**config.mk**
```make
export PLATFORM = sky130hd
export DESIGN_NAME = dual_interval_timer
export DESIGN_NICKNAME = d
export VERILOG_FILES = /design/src/rtl/tmr_pkg.sv /design/src/rtl/tmr_ctrl.sv /design/src/rtl/tmr_unit.sv /design/src/rtl/tmr_intr.sv /design/src/rtl/dual_interval_timer.sv
export SDC_FILE = /design/constraint.sdc
export NUM_CORES = 1
export LEC_CHECK = 0
export CORE_ASPECT_RATIO = 1.1
export CORE_MARGIN = 2
export CORE_UTILIZATION = 45
export CTS_CLUSTER_SIZE = 14
export DETAILED_ROUTE_END_ITERATION = 12
export SLEW_MARGIN = 40
export SYNTH_ARGS = -nofsm -noshare
export SYNTH_HDL_FRONTEND = slang
export SYNTH_SLANG_ARGS = --single-unit
```
**constraint.sdc**
```tcl
create_clock -name clk -period 2.17 [get_ports clk]
set_input_delay 0.3255 -clock clk [delete_from_list [all_inputs] [get_ports clk]]
set_output_delay 0.3255 -clock clk [all_outputs]
set_load 0.01 [all_outputs]
```
**src/rtl/tmr_pkg.sv**
```systemverilog
package tmr_pkg;
  parameter int DATA_W  = 8;
  parameter int ADDR_W  = 4;
  parameter int CNT_W   = 2 * DATA_W;
  parameter int N_TMR   = 2;
  parameter int FLAG_W  = 5;
  parameter int SHIFT_LEN = 8;
  localparam int SHIFT_W = $clog2(SHIFT_LEN + 1);

  // control byte bit positions
  localparam int CB_START   = 0;
  localparam int CB_PIN     = 1;
  localparam int CB_TOGGLE  = 2;
  localparam int CB_ONESHOT = 3;
  localparam int CB_FORCE   = 4;
  localparam int CB_HOLD    = 5;
  localparam int CB_SERIAL  = 6;

  // flag positions and mask write mode bit
  localparam int FLAG_SERIAL = 3;
  localparam int MASK_SETBIT = 7;

  // register addresses
  localparam int ADDR_CTRL_BASE = 2 * N_TMR;
  localparam int ADDR_SERIAL    = ADDR_CTRL_BASE + N_TMR;
  localparam int ADDR_FLAG      = ADDR_SERIAL + 1;

  typedef struct packed {
    logic [N_TMR-1:0] latchLoWr;
    logic [N_TMR-1:0] latchHiWr;
    logic [N_TMR-1:0] ctrlWr;
    logic             serialWr;
    logic             maskWr;
    logic             flagRd;
  } tmrStrobe_t;
endpackage

```
**src/rtl/tmr_ctrl.sv**
```systemverilog
module tmr_ctrl
  import tmr_pkg::*;
(
  input  logic [ADDR_W-1:0]             regAddr,
  input  logic                          regWr,
  input  logic                          regRd,
  input  logic [N_TMR-1:0][CNT_W-1:0]   cntVal,
  input  logic [N_TMR-1:0][DATA_W-1:0]  ctrlVal,
  input  logic [DATA_W-1:0]             serialData,
  input  logic [DATA_W-1:0]             flagByte,
  output tmrStrobe_t                    strobe,
  output logic [DATA_W-1:0]             regRdata
);
  for (genvar i = 0; i < N_TMR; i++) begin : g_dec
    assign strobe.latchLoWr[i] = regWr && (regAddr == ADDR_W'(2 * i));
    assign strobe.latchHiWr[i] = regWr && (regAddr == ADDR_W'(2 * i + 1));
    assign strobe.ctrlWr[i]    = regWr && (regAddr == ADDR_W'(ADDR_CTRL_BASE + i));
  end
  assign strobe.serialWr = regWr && (regAddr == ADDR_W'(ADDR_SERIAL));
  assign strobe.maskWr   = regWr && (regAddr == ADDR_W'(ADDR_FLAG));
  assign strobe.flagRd   = regRd && (regAddr == ADDR_W'(ADDR_FLAG));

  always_comb begin
    regRdata = '0;
    if (regRd) begin
      for (int i = 0; i < N_TMR; i++) begin
        if (regAddr == ADDR_W'(2 * i))              regRdata = cntVal[i][DATA_W-1:0];
        if (regAddr == ADDR_W'(2 * i + 1))          regRdata = cntVal[i][CNT_W-1:DATA_W];
        if (regAddr == ADDR_W'(ADDR_CTRL_BASE + i)) regRdata = ctrlVal[i];
      end
      if (regAddr == ADDR_W'(ADDR_SERIAL)) regRdata = serialData;
      if (regAddr == ADDR_W'(ADDR_FLAG))   regRdata = flagByte;
    end
  end
endmodule

```
**src/rtl/tmr_unit.sv**
```systemverilog
module tmr_unit
  import tmr_pkg::*;
(
  input  logic              clk,
  input  logic              rst_n,
  input  logic              tickEn,
  input  logic [DATA_W-1:0] wdata,
  input  logic              latchLoWr,
  input  logic              latchHiWr,
  input  logic              ctrlWr,
  output logic [CNT_W-1:0]  cntOut,
  output logic [DATA_W-1:0] ctrlOut,
  output logic              underflow,
  output logic              pinOut
);
  localparam logic [DATA_W-1:0] FORCE_MASK = DATA_W'(1) << CB_FORCE;

  logic [CNT_W-1:0]  cntQ;
  logic [CNT_W-1:0]  latchQ;
  logic [DATA_W-1:0] ctrlQ;
  logic              pulseQ;
  logic              togQ;
  logic              running;

  assign running   = ctrlQ[CB_START] && !ctrlQ[CB_HOLD];
  assign underflow = tickEn && running && (cntQ == '0);

  always_ff @(posedge clk) begin
    if (!rst_n) begin
      cntQ   <= '0;
      latchQ <= '0;
      ctrlQ  <= '0;
      pulseQ <= 1'b0;
      togQ   <= 1'b0;
    end else begin
      pulseQ <= underflow;
      if (underflow) togQ <= ~togQ;
      if (latchLoWr) latchQ[DATA_W-1:0]     <= wdata;
      if (latchHiWr) latchQ[CNT_W-1:DATA_W] <= wdata;
      if (ctrlWr)
        ctrlQ <= wdata & ~FORCE_MASK;
      else if (underflow && ctrlQ[CB_ONESHOT])
        ctrlQ[CB_START] <= 1'b0;
      if (ctrlWr && wdata[CB_FORCE])
        cntQ <= latchQ;
      else if (latchHiWr && !ctrlQ[CB_START])
        cntQ <= {wdata, latchQ[DATA_W-1:0]};
      else if (underflow)
        cntQ <= latchQ;
      else if (tickEn && running)
        cntQ <= cntQ - 1'b1;
    end
  end

  assign cntOut  = cntQ;
  assign ctrlOut = ctrlQ;
  assign pinOut  = ctrlQ[CB_PIN] && (ctrlQ[CB_TOGGLE] ? togQ : pulseQ);

  // a plain tick lowers the count by exactly one
  assert_decrement_R2: assert property (@(posedge clk) disable iff (!rst_n)
    (tickEn && running && cntQ != '0 && !ctrlWr && !latchHiWr) |=> (cntQ == $past(cntQ) - 1'b1));
  // an underflow reloads from the reload value
  assert_reload_R3: assert property (@(posedge clk) disable iff (!rst_n)
    (underflow && !ctrlWr && !latchHiWr) |=> (cntQ == $past(latchQ)));
  // one-shot underflow stops the timer
  assert_oneshot_stop_R4: assert property (@(posedge clk) disable iff (!rst_n)
    (underflow && ctrlQ[CB_ONESHOT] && !ctrlWr) |=> !ctrlQ[CB_START]);
  // pulse mode pin is high after an underflow
  assert_pulse_pin_R6: assert property (@(posedge clk) disable iff (!rst_n)
    (underflow && ctrlQ[CB_PIN] && !ctrlQ[CB_TOGGLE] && !ctrlWr) |=> pinOut);
endmodule

```
**src/rtl/tmr_intr.sv**
```systemverilog
module tmr_intr
  import tmr_pkg::*;
(
  input  logic              clk,
  input  logic              rst_n,
  input  logic              tickEn,
  input  logic [DATA_W-1:0] wdata,
  input  logic              serialWr,
  input  logic              maskWr,
  input  logic              flagRd,
  input  logic              serialEn,
  input  logic [N_TMR-1:0]  underflow,
  output logic [DATA_W-1:0] serialData,
  output logic [DATA_W-1:0] flagByte,
  output logic              irqOut
);
  logic [DATA_W-1:0]  sdrQ;
  logic [SHIFT_W-1:0] shiftCntQ;
  logic [FLAG_W-1:0]  flagsQ;
  logic [FLAG_W-1:0]  maskQ;
  logic [FLAG_W-1:0]  setVec;
  logic               serialDone;
  logic               pending;

  assign serialDone = tickEn && serialEn && (shiftCntQ == SHIFT_W'(1));

  always_comb begin
    setVec = '0;
    setVec[N_TMR-1:0]   = underflow;
    setVec[FLAG_SERIAL] = serialDone;
  end

  always_ff @(posedge clk) begin
    if (!rst_n) begin
      sdrQ      <= '0;
      shiftCntQ <= '0;
      flagsQ    <= '0;
      maskQ     <= '0;
    end else begin
      if (serialWr) begin
        sdrQ      <= wdata;
        shiftCntQ <= SHIFT_W'(SHIFT_LEN);
      end else if (tickEn && serialEn && shiftCntQ != '0) begin
        shiftCntQ <= shiftCntQ - 1'b1;
      end
      flagsQ <= (flagRd ? '0 : flagsQ) | setVec;
      if (maskWr) begin
        if (wdata[MASK_SETBIT]) maskQ <= maskQ | wdata[FLAG_W-1:0];
        else                    maskQ <= maskQ & ~wdata[FLAG_W-1:0];
      end
    end
  end

  assign pending    = |(flagsQ & maskQ);
  assign flagByte   = {pending, {(DATA_W-FLAG_W-1){1'b0}}, flagsQ};
  assign serialData = sdrQ;
  assign irqOut     = pending;

  // set-mode mask write enables the written bits
  assert_mask_set_R7: assert property (@(posedge clk) disable iff (!rst_n)
    (maskWr && wdata[MASK_SETBIT]) |=> ((maskQ & $past(wdata[FLAG_W-1:0])) == $past(wdata[FLAG_W-1:0])));
  // clear-mode mask write disables the written bits
  assert_mask_clear_R7: assert property (@(posedge clk) disable iff (!rst_n)
    (maskWr && !wdata[MASK_SETBIT]) |=> ((maskQ & $past(wdata[FLAG_W-1:0])) == '0));
  // finishing the serial countdown raises its flag
  assert_serial_flag_R9: assert property (@(posedge clk) disable iff (!rst_n)
    serialDone |=> flagsQ[FLAG_SERIAL]);
  // a flag read with no new event drops the request
  assert_irq_drop_R10: assert property (@(posedge clk) disable iff (!rst_n)
    (flagRd && setVec == '0) |=> !irqOut);
endmodule

```
**src/rtl/dual_interval_timer.sv**
```systemverilog
module dual_interval_timer
  import tmr_pkg::*;
(
  input  logic              clk,
  input  logic              rst_n,
  input  logic [ADDR_W-1:0] regAddr,
  input  logic              regWr,
  input  logic              regRd,
  input  logic [DATA_W-1:0] regWdata,
  output logic [DATA_W-1:0] regRdata,
  input  logic              tickEn,
  output logic              irqOut,
  output logic              pinA,
  output logic              pinB
);
  tmrStrobe_t                   strobe;
  logic [N_TMR-1:0][CNT_W-1:0]  cntVal;
  logic [N_TMR-1:0][DATA_W-1:0] ctrlVal;
  logic [N_TMR-1:0]             underflow;
  logic [N_TMR-1:0]             pins;
  logic [DATA_W-1:0]            serialData;
  logic [DATA_W-1:0]            flagByte;

  tmr_ctrl ctrl_i (
    .regAddr(regAddr), .regWr(regWr), .regRd(regRd),
    .cntVal(cntVal), .ctrlVal(ctrlVal), .serialData(serialData),
    .flagByte(flagByte), .strobe(strobe), .regRdata(regRdata)
  );

  for (genvar i = 0; i < N_TMR; i++) begin : g_tmr
    tmr_unit unit_i (
      .clk(clk), .rst_n(rst_n), .tickEn(tickEn), .wdata(regWdata),
      .latchLoWr(strobe.latchLoWr[i]), .latchHiWr(strobe.latchHiWr[i]),
      .ctrlWr(strobe.ctrlWr[i]), .cntOut(cntVal[i]), .ctrlOut(ctrlVal[i]),
      .underflow(underflow[i]), .pinOut(pins[i])
    );
  end

  tmr_intr intr_i (
    .clk(clk), .rst_n(rst_n), .tickEn(tickEn), .wdata(regWdata),
    .serialWr(strobe.serialWr), .maskWr(strobe.maskWr), .flagRd(strobe.flagRd),
    .serialEn(ctrlVal[0][CB_SERIAL]), .underflow(underflow),
    .serialData(serialData), .flagByte(flagByte), .irqOut(irqOut)
  );

  assign pinA = pins[0];
  assign pinB = pins[1];
endmodule

```
==> impl_metrics.yaml <==
die:
  io_pins: 28
  rows: 42
  fp.coreArea_sq_mm: 0.0121
  die_h_um: 121
  initial_core_util: 0.463
  fp.dieW_um: 110
  die_area_sq_mm: 0.0133
cts:
  cts.clk_slew.worst_paths_ns: 0.07
  ctsRootBufferMaster: "clkbuf_16"
  cts_buffers: 9
  htree_levels: 3
  cts_hold_buf: 0
  tritoncts: "yes"
  cts_buffer_depth: 2
  clk_latency_ns: 0.36
  clock_sink_count: 100
pwr:
  power_frac_seq: 0.415
  powerDensity_mw_per_mm2: 603
  leakage_nw: 3.26
  peakVddDrop_mv: 0.486
  clock_power_share: 0.375
  netSwitchingFraction: 0.285
  netSwitchingPower_mw: 1.32
  power.share.combinational: 0.211
  power.internal_mw: 3.30
logic_synthesis:
  synth_area_per_cell_sq_um: 8.19
  synth_ff_type: "dfxtp_1"
  yosysWarnings: 0
  synthesis.area_sq_mm: 0.00559
  synth_edf_count: 0
  seq_area_frac_synth: 0.358
  yosysUniqueCellTypes: 72
  ys_ff_latch: 100
  syn_inst: 683
  synth_nets: 706
  async_flop_share: 0
sta:
  slew_headroom: 0.632
  clock.fmax_mhz: 461
  hold_viol_final: 0
  min_period_ns: 2.17
  setup_viol: 1
  holdWs_ns: 0.467
  setup_slack_ns: -0.000334
  worst_pin_slew_ns: 0.550
  drv_slew: 0
  clock_skew_ns: 0.0110
  timing.final.crit_share: 1.00
  rsz0062_at_grt: "yes"
worst_setup_path:
  cp.required_ns: 2.39
  regToRegSetupSlack_ns: -0.0003
  crit_fanout: 4
  cp.arrival_ns: 2.39
  end_kind: "flip-flop"
  worstSetupPathType: "reg2reg"
  start_kind: "flip-flop"
grt:
  met3_usage: 0.0392
  grt_pass1_wl_um: 32200
  busiest_layer: "met2"
  met1_usage: 0.435
  antenna_found_initial: 0
  grt_max_degree: 35
  grt_use_met2: 0.528
  grt_pass1_vias: 5756
  grt.total_usage: 0.324
  overflow: 0
place:
  post-dp-hpwl_um: 15700
  placed_area_sq_mm: 0.00699
  gp_congestion: 0.998
  dp_slack_ns: -0.649
  port_buffers: 27
routing:
  first_pass_iters: 8
  post_drt_wl_per_cell_um: 21.2
  viasPerCell: 6.08
  drcViolationCount: 0
  final_antenna_net_count: 0
  vias: 6016
  drt-total-wl_um: 21000
  drtIter0Drc: 683
final_layout:
  nets: 854
  most-common-layout-cells: "buf_4, dfxtp_1, nor2_1, mux2i_1, nand2_1"
  layout_commonest_cell: "buf_4"
  n_antenna_cell: 0
  fill_cells: 1100
  drive_gt1_frac: 0.299
  syn_to_final_growth_pct: 37.0
  finalInstanceArea_sq_mm: 0.00766
  final_util: 0.634
min_path:
  min_path_type: "reg2reg"
job:
  maxCapViolations: 0
run_status:
  status: "finished, violations left"
  violations: "negative setup slack"
power by group through the flow:
stage          clock, mW  sequential, mW  combinational (mW)
3_3_place_gp           0            1.95               0.868
5_1_grt             1.83            1.92                1.04
6_report            1.73            1.92               0.975
4_1_cts             1.76            1.91               0.915
3_5_place_dp           0            1.95               0.871
2_1_floorplan          0            1.94               0.493
cells in the mapped netlist (3+ instances only):
library cell	count	share of area
a22oi_1	7	0.0094
nand2_1	48	0.032
a222oi_1	4	0.0072
o311ai_0	7	0.011
nor3_1	24	0.021
clkbuf_1	44	0.030
o211ai_1	4	0.0054
buf_1	3	0.0020
nand3b_1	5	0.0067
or3_1	7	0.0078
a32o_1	6	0.011
ha_1	6	0.013
nor2b_1	11	0.012
a221o_1	3	0.0054
mux2i_1	50	0.089
nand4_1	15	0.017
a31oi_1	4	0.0045
a21oi_1	44	0.039
o21ai_0	20	0.018
dfxtp_1	100	0.36
inv_1	16	0.011
and4_1	3	0.0047
o22ai_1	14	0.016
mux2_2	5	0.010
nor4b_1	3	0.0047
or4_1	8	0.011
and3_1	8	0.0089
nor2_1	81	0.054
o2111ai_1	7	0.011
and2_1	3	0.0034
a221oi_1	7	0.011
a211oi_1	4	0.0054
nand2b_1	9	0.010
o21ai_1	3	0.0027
xnor2_1	3	0.0047
nand3_1	28	0.025
o221ai_1	4	0.0063
a32oi_1	3	0.0047
nor4_1	11	0.012
buf_2	6	0.0054
xor2_1	3	0.0047
worst max-delay path: stages (launching register included):
cell     delay (ns)
dfxtp_2        0.32
or4_4          0.54
or4_4          0.59
o21ai_4        0.23
buf_4          0.15
buf_6          0.10
o22ai_1        0.10
cells by family after synthesis:
| kind of cell | count (synthesis) | synth area share |
|---|---|---|
| compound gates | 163 | 0.204 |
| simple gates | 281 | 0.262 |
| buf+inv | 71 | 0.0503 |
| flops | 100 | 0.358 |
| mux | 56 | 0.104 |
| xor+xnor | 6 | 0.00940 |
| fa+ha+maj | 6 | 0.0134 |
area by class of cell:
type	count	area [sq um]	area share
timing repair buffer	191	1570	0.204
clock inverter	5	66.3	0.00865
tap	154	193	0.0251
inverter	17	63.8	0.00833
multi-input combinational	512	3510	0.459
sequential	100	2010	0.262
clock buffer	11	253	0.0330
timing repair:
action / 4_1_cts / 5_1_grt
pin swaps: 8 / 10
gates cloned: 1 / 1
gates resized for setup: 65 / 37
buffers inserted: 9 / 6
setup endpoints to repair: 36 / 36
state kept, by name, summed over array words and instances, names as in the netlist, named ones only:
signal,cells
g_tmr.unit_i.cntOut,32
g_tmr.unit_i.pulseQ,2
g_tmr.unit_i.togQ,2
intr_i.shiftCntQ,4
g_tmr.unit_i.ctrlOut,14
intr_i.serialData,8
intr_i.flagsQ,3
g_tmr.unit_i.latchQ,32
metrics by stage:
stage | total power [mW] | std cells | TNS [ns]
floorplan | 2.44 | 683 | 0
global placement | 2.82 | 958 | -23.20
detailed placement | 2.83 | 958 | -25.28
CTS | 4.59 | 984 | -0.0265
global route | 4.79 | 990 | -0.366
finish | 4.62 | 990 | -0.000334
path summary, 6_finish.rpt:
path,depth (start not counted),startpoint,endpoint
hold reg to reg,2,intr_i.serialData[1]$_SDFFE_PN0P_,intr_i.serialData[1]$_SDFFE_PN0P_
hold / removal,2,intr_i.serialData[1]$_SDFFE_PN0P_,intr_i.serialData[1]$_SDFFE_PN0P_
setup reg to reg,6,g_tmr[1].unit_i.cntOut[14]$_SDFFE_PN0P_,g_tmr[1].unit_i.cntOut[13]$_SDFFE_PN0P_
setup / recovery,6,g_tmr[1].unit_i.cntOut[14]$_SDFFE_PN0P_,g_tmr[1].unit_i.cntOut[13]$_SDFFE_PN0P_
layer usage:
| metal | vias to the layer above | part of all wire |
|---|---|---|
| li1 | 2846 | - |
| met1 | 2892 | 0.44 |
| met2 | 234 | 0.48 |
| met3 | 44 | 0.058 |
| met4 | 0 | 0.027 |
| met5 | - | 0 |
No activity file was read; power rests on OpenSTA's default activity.
